File: src/rtl/aud_fifo_pkg.sv
// Shared constants and types for the audio DMA FIFO.
// Assumes: thresholds never exceed half of the FIFO depth.
package aud_fifo_pkg;
    localparam int AUD_DATA_W  = 32;
    localparam int AUD_DEPTH   = 64;
    localparam int AUD_MAX_THR = 32;

    // Action applied to a pending-request counter on one edge
    typedef enum logic [1:0] {
        EV_HOLD   = 2'd0,
        EV_RAISE  = 2'd1,
        EV_RETIRE = 2'd2
    } ev_act_e;
endpackage

File: src/rtl/aud_sync_fifo.sv
// Single-clock FIFO with show-ahead read data and a sticky error flag.
// FLAG_WRITE picks which refused access sets the flag:
// 1 = a push into a full FIFO, 0 = a pop from an empty FIFO.
// Refused accesses change nothing but the flag.
// Assumes: DEPTH is at least 2.
module aud_sync_fifo #(
    parameter int DATA_W     = 32,
    parameter int DEPTH      = 64,
    parameter bit FLAG_WRITE = 1'b1,
    localparam int AW        = $clog2(DEPTH),
    localparam int CW        = AW + 1
) (
    input  logic              clk,
    input  logic              rst_n,
    input  logic              wr,
    input  logic [DATA_W-1:0] wr_data,
    input  logic              rd,
    output logic [DATA_W-1:0] rd_data,
    output logic              wr_ok,
    output logic              rd_ok,
    output logic              err_flag
);
    localparam logic [CW-1:0] FULL_CNT = CW'(DEPTH);
    localparam logic [AW-1:0] LAST_IDX = AW'(DEPTH - 1);

    logic [DATA_W-1:0] mem [DEPTH];
    logic [AW-1:0]     wr_ptr;
    logic [AW-1:0]     rd_ptr;
    logic [CW-1:0]     count;
    logic              full;
    logic              empty;
    logic              bad_op;

    // Occupancy decode and access acceptance
    always_comb begin
        full  = (count == FULL_CNT);
        empty = (count == '0);
        wr_ok = wr && !full;
        rd_ok = rd && !empty;
    end

    // Pick the refused access that raises the error flag
    generate
        if (FLAG_WRITE) begin : g_flag_wr
            assign bad_op = wr && full;
        end else begin : g_flag_rd
            assign bad_op = rd && empty;
        end
    endgenerate

    // Storage write, no reset needed on data
    always_ff @(posedge clk) begin
        if (wr_ok) begin
            mem[wr_ptr] <= wr_data;
        end
    end

    // Write pointer advance with wrap
    always_ff @(posedge clk) begin
        if (!rst_n) begin
            wr_ptr <= '0;
        end else if (wr_ok) begin
            wr_ptr <= (wr_ptr == LAST_IDX) ? '0 : wr_ptr + 1'b1;
        end
    end

    // Read pointer advance with wrap
    always_ff @(posedge clk) begin
        if (!rst_n) begin
            rd_ptr <= '0;
        end else if (rd_ok) begin
            rd_ptr <= (rd_ptr == LAST_IDX) ? '0 : rd_ptr + 1'b1;
        end
    end

    // Occupancy count
    always_ff @(posedge clk) begin
        if (!rst_n) begin
            count <= '0;
        end else begin
            case ({wr_ok, rd_ok})
                2'b10:   count <= count + 1'b1;
                2'b01:   count <= count - 1'b1;
                default: count <= count;
            endcase
        end
    end

    // Sticky error flag
    always_ff @(posedge clk) begin
        if (!rst_n) begin
            err_flag <= 1'b0;
        end else if (bad_op) begin
            err_flag <= 1'b1;
        end
    end

    // Head word shown ahead of the pop
    assign rd_data = mem[rd_ptr];

    // occupancy never exceeds the depth
    p_level_bound_r2: assert property (@(posedge clk) disable iff (!rst_n)
        count <= FULL_CNT);

    // a push into a full FIFO with no pop leaves occupancy unchanged
    p_full_push_dropped_r3: assert property (@(posedge clk) disable iff (!rst_n)
        wr && full && !rd |=> count == $past(count));

    // a pop from an empty FIFO with no push leaves it empty
    p_empty_pop_dropped_r4: assert property (@(posedge clk) disable iff (!rst_n)
        rd && empty && !wr |=> count == '0);

    // once set, the error flag holds until reset
    p_err_sticky_r3: assert property (@(posedge clk) disable iff (!rst_n)
        err_flag |=> err_flag);
endmodule

File: src/rtl/aud_evt_ctrl.sv
// Level DMA event generator for one direction.
// Counts accepted pin-side moves and accepted DMA-side moves against a
// threshold. Every completed pin-side batch adds one pending request and
// every completed DMA-side batch retires one. The event is high while any
// request is pending. INIT_PEND sets the pending count after reset.
// Assumes: thr is held stable and lies in 1..MAX_THR.
module aud_evt_ctrl
    import aud_fifo_pkg::*;
#(
    parameter int DEPTH     = 64,
    parameter int MAX_THR   = 32,
    parameter int INIT_PEND = 0,
    localparam int THR_W    = $clog2(MAX_THR) + 1,
    localparam int PEND_W   = $clog2(DEPTH + 1) + 1
) (
    input  logic             clk,
    input  logic             rst_n,
    input  logic [THR_W-1:0] thr,
    input  logic             pin_move,
    input  logic             dma_move,
    output logic             evt
);
    localparam logic [PEND_W-1:0] PEND_MAX  = '1;
    localparam logic [PEND_W-1:0] PEND_INIT = PEND_W'(INIT_PEND);
    localparam logic [THR_W:0]    ONE       = (THR_W+1)'(1);

    logic [THR_W-1:0]  pin_cnt;
    logic [THR_W-1:0]  dma_cnt;
    logic [PEND_W-1:0] pend;
    logic              pin_done;
    logic              dma_done;
    ev_act_e           act;

    // Detect batch completion on each side
    always_comb begin
        pin_done = pin_move && (({1'b0, pin_cnt} + ONE) >= {1'b0, thr});
        dma_done = dma_move && (({1'b0, dma_cnt} + ONE) >= {1'b0, thr});
    end

    // Decide the pending-count action; coincident add and retire keeps the count
    always_comb begin
        if (pin_done && dma_done && (pend != '0)) begin
            act = EV_HOLD;
        end else if (pin_done && (pend != PEND_MAX)) begin
            act = EV_RAISE;
        end else if (dma_done && !pin_done && (pend != '0)) begin
            act = EV_RETIRE;
        end else begin
            act = EV_HOLD;
        end
    end

    // Pin-side word counter
    always_ff @(posedge clk) begin
        if (!rst_n) begin
            pin_cnt <= '0;
        end else if (pin_done) begin
            pin_cnt <= '0;
        end else if (pin_move) begin
            pin_cnt <= pin_cnt + 1'b1;
        end
    end

    // DMA-side word counter
    always_ff @(posedge clk) begin
        if (!rst_n) begin
            dma_cnt <= '0;
        end else if (dma_done) begin
            dma_cnt <= '0;
        end else if (dma_move) begin
            dma_cnt <= dma_cnt + 1'b1;
        end
    end

    // Pending request counter
    always_ff @(posedge clk) begin
        if (!rst_n) begin
            pend <= PEND_INIT;
        end else begin
            case (act)
                EV_RAISE:  pend <= pend + 1'b1;
                EV_RETIRE: pend <= pend - 1'b1;
                default:   pend <= pend;
            endcase
        end
    end

    // Event level towards the DMA
    assign evt = (pend != '0);

    // threshold stays legal while running
    p_thr_legal_r5: assert property (@(posedge clk) disable iff (!rst_n)
        (thr != '0) && (thr <= THR_W'(MAX_THR)));

    // a completed pin-side batch leaves the event high
    p_batch_raises_r5: assert property (@(posedge clk) disable iff (!rst_n)
        pin_done |=> evt);

    // add and retire on the same edge never lose a request
    p_coincident_keeps_r8: assert property (@(posedge clk) disable iff (!rst_n)
        pin_done && dma_done |=> evt);

    // a lone retirement removes exactly one pending request
    p_retire_one_r6: assert property (@(posedge clk) disable iff (!rst_n)
        dma_done && !pin_done && (pend != '0) |=> pend == $past(pend) - 1'b1);

    // with nothing pending and nothing added, the event stays low
    p_idle_low_r6: assert property (@(posedge clk) disable iff (!rst_n)
        !evt && !pin_done |=> !evt);
endmodule

File: src/rtl/aud_dma_fifo.sv
// Two-direction audio FIFO with level DMA events.
// Receive: pins push, DMA pops; a refused pin push sets rx_overflow.
// Transmit: DMA pushes, pins pop; a refused pin pop sets tx_underflow.
// Each direction owns an event controller with its own threshold. The
// transmit controller starts with one pending request so that the DMA
// fills the first batch.
// Assumes: thresholds in 1..MAX_THR, multiples of the active serializer count.
module aud_dma_fifo
    import aud_fifo_pkg::*;
#(
    parameter int DATA_W  = AUD_DATA_W,
    parameter int DEPTH   = AUD_DEPTH,
    parameter int MAX_THR = AUD_MAX_THR,
    localparam int THR_W  = $clog2(MAX_THR) + 1
) (
    input  logic              clk,
    input  logic              rst_n,
    input  logic [THR_W-1:0]  cfg_rx_thr,
    input  logic [THR_W-1:0]  cfg_tx_thr,
    input  logic              rx_pin_valid,
    input  logic [DATA_W-1:0] rx_pin_data,
    input  logic              rx_dma_rd,
    output logic [DATA_W-1:0] rx_dma_data,
    output logic              rx_event,
    output logic              rx_overflow,
    input  logic              tx_dma_wr,
    input  logic [DATA_W-1:0] tx_dma_data,
    input  logic              tx_pin_rd,
    output logic [DATA_W-1:0] tx_pin_data,
    output logic              tx_event,
    output logic              tx_underflow
);
    logic rx_wr_ok;
    logic rx_rd_ok;
    logic tx_wr_ok;
    logic tx_rd_ok;

    // Receive storage: pin side pushes, DMA pops
    aud_sync_fifo #(
        .DATA_W     (DATA_W),
        .DEPTH      (DEPTH),
        .FLAG_WRITE (1'b1)
    ) u_rx_fifo (
        .clk      (clk),
        .rst_n    (rst_n),
        .wr       (rx_pin_valid),
        .wr_data  (rx_pin_data),
        .rd       (rx_dma_rd),
        .rd_data  (rx_dma_data),
        .wr_ok    (rx_wr_ok),
        .rd_ok    (rx_rd_ok),
        .err_flag (rx_overflow)
    );

    // Transmit storage: DMA pushes, pin side pops
    aud_sync_fifo #(
        .DATA_W     (DATA_W),
        .DEPTH      (DEPTH),
        .FLAG_WRITE (1'b0)
    ) u_tx_fifo (
        .clk      (clk),
        .rst_n    (rst_n),
        .wr       (tx_dma_wr),
        .wr_data  (tx_dma_data),
        .rd       (tx_pin_rd),
        .rd_data  (tx_pin_data),
        .wr_ok    (tx_wr_ok),
        .rd_ok    (tx_rd_ok),
        .err_flag (tx_underflow)
    );

    // Receive event: pin pushes add, DMA pops retire
    aud_evt_ctrl #(
        .DEPTH     (DEPTH),
        .MAX_THR   (MAX_THR),
        .INIT_PEND (0)
    ) u_rx_evt (
        .clk      (clk),
        .rst_n    (rst_n),
        .thr      (cfg_rx_thr),
        .pin_move (rx_wr_ok),
        .dma_move (rx_rd_ok),
        .evt      (rx_event)
    );

    // Transmit event: pin pops add, DMA pushes retire
    aud_evt_ctrl #(
        .DEPTH     (DEPTH),
        .MAX_THR   (MAX_THR),
        .INIT_PEND (1)
    ) u_tx_evt (
        .clk      (clk),
        .rst_n    (rst_n),
        .thr      (cfg_tx_thr),
        .pin_move (tx_rd_ok),
        .dma_move (tx_wr_ok),
        .evt      (tx_event)
    );

    // an overflow flag rise is caused by a pin push in the cycle before
    p_ovf_cause_r3: assert property (@(posedge clk) disable iff (!rst_n)
        $rose(rx_overflow) |-> $past(rx_pin_valid));

    // an underflow flag rise is caused by a pin pop in the cycle before
    p_unf_cause_r4: assert property (@(posedge clk) disable iff (!rst_n)
        $rose(tx_underflow) |-> $past(tx_pin_rd));
endmodule

File: config.mk
export PLATFORM = sky130hd
export DESIGN_NAME = aud_dma_fifo
export DESIGN_NICKNAME = d
export VERILOG_FILES = /design/src/rtl/aud_fifo_pkg.sv /design/src/rtl/aud_sync_fifo.sv /design/src/rtl/aud_evt_ctrl.sv /design/src/rtl/aud_dma_fifo.sv
export SDC_FILE = /design/constraint.sdc
export NUM_CORES = 2
export LEC_CHECK = 0
export CAP_MARGIN = 15
export CORE_AREA = 2 2 545 547
export CTS_BUF_LIST = sky130_fd_sc_hd__clkbuf_2 sky130_fd_sc_hd__clkbuf_4 sky130_fd_sc_hd__clkbuf_8
export DETAILED_ROUTE_END_ITERATION = 10
export DIE_AREA = 0 0 547 549
export PLACE_DENSITY = 0.68
export SLEW_MARGIN = 10
export SYNTH_ARGS = -nofsm -noshare
export SYNTH_HDL_FRONTEND = slang
export SYNTH_SLANG_ARGS = --single-unit
File: constraint.sdc
create_clock -name clk -period 8.6 [get_ports clk]
set_input_delay 1.72 -clock clk [delete_from_list [all_inputs] [get_ports clk]]
set_output_delay 1.72 -clock clk [all_outputs]
set_load 0.01 [all_outputs]
==> flow_summary_export.csv <==
group,metric,value,unit
synth,synth_nets,7515,
synth,syn_area_per_cell,21.9,um^2
timing,worst_pin_slew,1240,ps
drt,wl,417,mm
synth,synth.cell_area,161000,um^2
synth,synth_edf_count,4096,
place,gp_congestion,0.820,
final_layout,num-nets-final,8219,
cts,clock_sinks,4188,
drt,wl_per_cell,33.3,um
cts,cts_buffers,654,
floorplanning,io-pin-count,150,
cts,cts_root_buf,"clkbuf_8",
final_layout,drive_gt1_frac,0.302,
final_layout,fillers,20100,
drt,ant_nets,0,
synth,syn_inst,7371,
final_layout,syn_to_final_growth,12.7,%
synth,synthArstFlopShare,0,
power,p_per_area,266,nW/um^2
drt,drt_iter0_markers,10300,
global_routing,grtUsageMet1,0.369,
critical_path,critPathCaptureType,"output pin",
synth,synthXorXnorAreaFrac,0.00391,
floorplanning,core,295000,um^2
synth,ys_types,60,
flow_run,cap_violations,0,
synth,ys_warn_count,0,
timing,setup_violations,0,
cts,clkTransAtPathRegs,60,ps
timing,fmaxAchievable,135,MHz
critical_path,critPathBufInv,3,
synth,synth-adder-area-share,0.00500,
power,p_leak,55.9,nW
place,pre_cts_slack,2360,ps
floorplanning,rows,200,
critical_path,crit_family,"buffers and inverters",
timing,rsz0062_at_grt,"false",
synth,synth_compound_area_frac,0.0292,
final_layout,final_cell_mix,"edfxtp_1, mux4_2, clkbuf_8, buf_4, clkbuf_4",
final_layout,final_cells,12500,
cts,cts_setup_buffers,0,
floorplanning,die_w,547,um
place,placed_cells,11300,
global_routing,grt_pass1_vias,82300,
critical_path,cp_slowest_cell,"dfxtp_4",
place,io_buffers,149,
critical_path,cp_max_fo,42,
critical_path,cp_slowest_stage_delay,840,ps
power,power,48.3,mW
synth,muxShareOfSynthArea,0.153,
cts,cts_hold_buf,0,
place,place_area,169000,um^2
global_routing,grt-busiest-layer,"met2",
floorplanning,die_height,549,um
timing,fin_crit,7420,ps
global_routing,grt-ovfl-total,0,
critical_path,crit_chain,"buf_4 -> and2_2 -> buf_4 -> a221oi_1 -> a221oi_1 -> clkdlybuf4s50_1",
critical_path,worst-setup-path-type,"flip-flop to output pin",
cts,postCtsResizedCells,0,
min_path,hold_path.class,"flip-flop to flip-flop",
cts,clock_tree.buffer_depth,4,
final_layout,layout_commonest_cell,"edfxtp_1",
critical_path,startpoint_type,"flip-flop",
global_routing,use_met2,0.454,
drt,dr.pass1.iters,6,
place,place_hpwl,232,mm
global_routing,antenna_found_initial,14,
drt,vias,80700,
timing,hold_viol,0,
drt,drc,0,
timing,tns,0,ps
floorplanning,dieArea,300000,um^2
timing,setup_slack,1180,ps
timing,skew,99.8,ps
floorplanning,initial_utilization,0.547,
power,ir_worst_vdd,0.000196,V
cts,htree_levels,6,
synth,synth-seq-area-share,0.774,
synth,synth_top_family_by_area,"multiplexers",
timing,max-slew-margin-rel,0.165,
critical_path,worstPathRequired,6880,ps
synth,synth-seq-cells,4188,
drt,vias_per_cell,6.45,
synth,synthSimpleGateAreaFrac,0.0207,
global_routing,grt_pass1_wl,592,mm
final_layout,postLayoutCellArea,182000,um^2
critical_path,cp.arrival,5700,ps
cts,insertion_delay,1210,ps
global_routing,use_met3,0.0536,
cts,cts_tree,"built",
global_routing,grt_start_max_net_pins,107,
run_status,status,"complete, no violations",
timing,drv_slew,0,
global_routing,track_usage,0.276,
synth,synth-main-ff-cell,"edfxtp_1",
timing,period_share,0.862,
-- final timing paths --
check                                         start               endpoint  slack, ps  depth (start not counted)
worst max-delay path                      flip-flop        rx_dma_data[22]       1180                          6
worst min-delay path            u_tx_evt.pin_cnt[1]    u_tx_evt.pin_cnt[1]        480                          2
worst max register to register   u_tx_fifo.count[0]  u_tx_fifo.mem[33][23]       4390                          9
worst min register to register  u_tx_evt.pin_cnt[1]    u_tx_evt.pin_cnt[1]        480                          2
-- worst reg2reg max path, delay by kind of cell, from the launching register on --
kind	cells	cell delay, ps
AO/OA/AOI/OAI	1	140
buffers and inverters	3	1030
flip-flops	1	390
AND/OR/NAND/NOR	5	2330
-- final cells by class --
| type | instances | area [um^2] | area share |
|---|---|---|---|
| multi-input combinational | 2745 | 35100 | 0.193 |
| clock buffer | 901 | 10900 | 0.0599 |
| clock inverter | 248 | 1850 | 0.0102 |
| antenna | 11 | 27.5 | 0.000151 |
| tap | 3939 | 4930 | 0.0271 |
| sequential | 4188 | 125000 | 0.687 |
| inverter | 38 | 143 | 0.000785 |
| timing repair buffer | 448 | 3870 | 0.0213 |
-- synthesized netlist by cell type (all sizes together) (5+ instances only) --
cell type / n / area (um^2)
o21ai: 110 / 551
xnor2: 31 / 272
o221ai: 64 / 561
or3: 7 / 43.8
nand2b: 27 / 169
nor4: 8 / 50.1
nor3: 62 / 310
a21boi: 5 / 37.5
buf: 247 / 1610
mux4: 1008 / 22700
nor4bb: 6 / 60.1
mux2: 17 / 191
a21o: 6 / 45.0
o21a: 8 / 60.1
dfxtp: 92 / 1840
mux2i: 177 / 1770
a31oi: 8 / 50.1
nor2: 290 / 1090
o22ai: 69 / 432
o211ai: 11 / 82.6
nand4: 23 / 144
a211oi: 38 / 290
inv: 37 / 139
a22o: 58 / 508
or2: 10 / 62.6
nor2b: 33 / 206
clkbuf: 153 / 578
xor2: 41 / 359
nand3: 44 / 220
and3: 9 / 56.3
ha: 58 / 726
and2: 36 / 225
edfxtp: 4096 / 123000
a21oi: 165 / 826
a221oi: 84 / 736
o211a: 6 / 60.1
a22oi: 36 / 270
nand2: 145 / 544
nand3b: 10 / 75.1
-- cells by family after synthesis --
logic type      after synthesis
simple gates                719
compound gates              690
xor+xnor                     72
buf+inv                     438
flops                      4188
fa+ha+maj                    62
mux                        1202
-- through the flow --
step,hold WS [ps],util
after floorplan,454,-
after global placement,464,0.572
after detailed placement,475,0.572
after CTS,483,0.615
after global routing,531,0.616
final,484,0.616
-- flip-flops by register name (all words and copies together) (netlist names), named ones only --
name	count
u_rx_fifo.mem	2048
u_rx_evt.pin_cnt	6
u_tx_evt.dma_cnt	6
u_rx_evt.pend	8
u_rx_fifo.wr_ptr	6
u_rx_fifo.count	7
u_tx_fifo.wr_ptr	6
u_tx_fifo.rd_ptr	6
u_tx_evt.pend	8
u_rx_fifo.err_flag	1
u_tx_evt.pin_cnt	6
u_tx_fifo.err_flag	1
u_rx_evt.dma_cnt	6
u_tx_fifo.mem	2048
u_rx_fifo.rd_ptr	6
u_tx_fifo.count	7
-- routing by layer --
metal / up-vias / wire length, um
met3: 783 / 37700
met1: 42800 / 155000
met2: 4501 / 207000
met5: - / 57
met4: 8 / 16800
li1: 32600 / -
-- report_power, final --
part	switching [mW]	total, mW	internal, mW
logic	4.53	8.92	4.39
registers	0.265	22.9	22.6
clock network	7.82	16.4	8.62
Power figures use the tool's default switching activity.
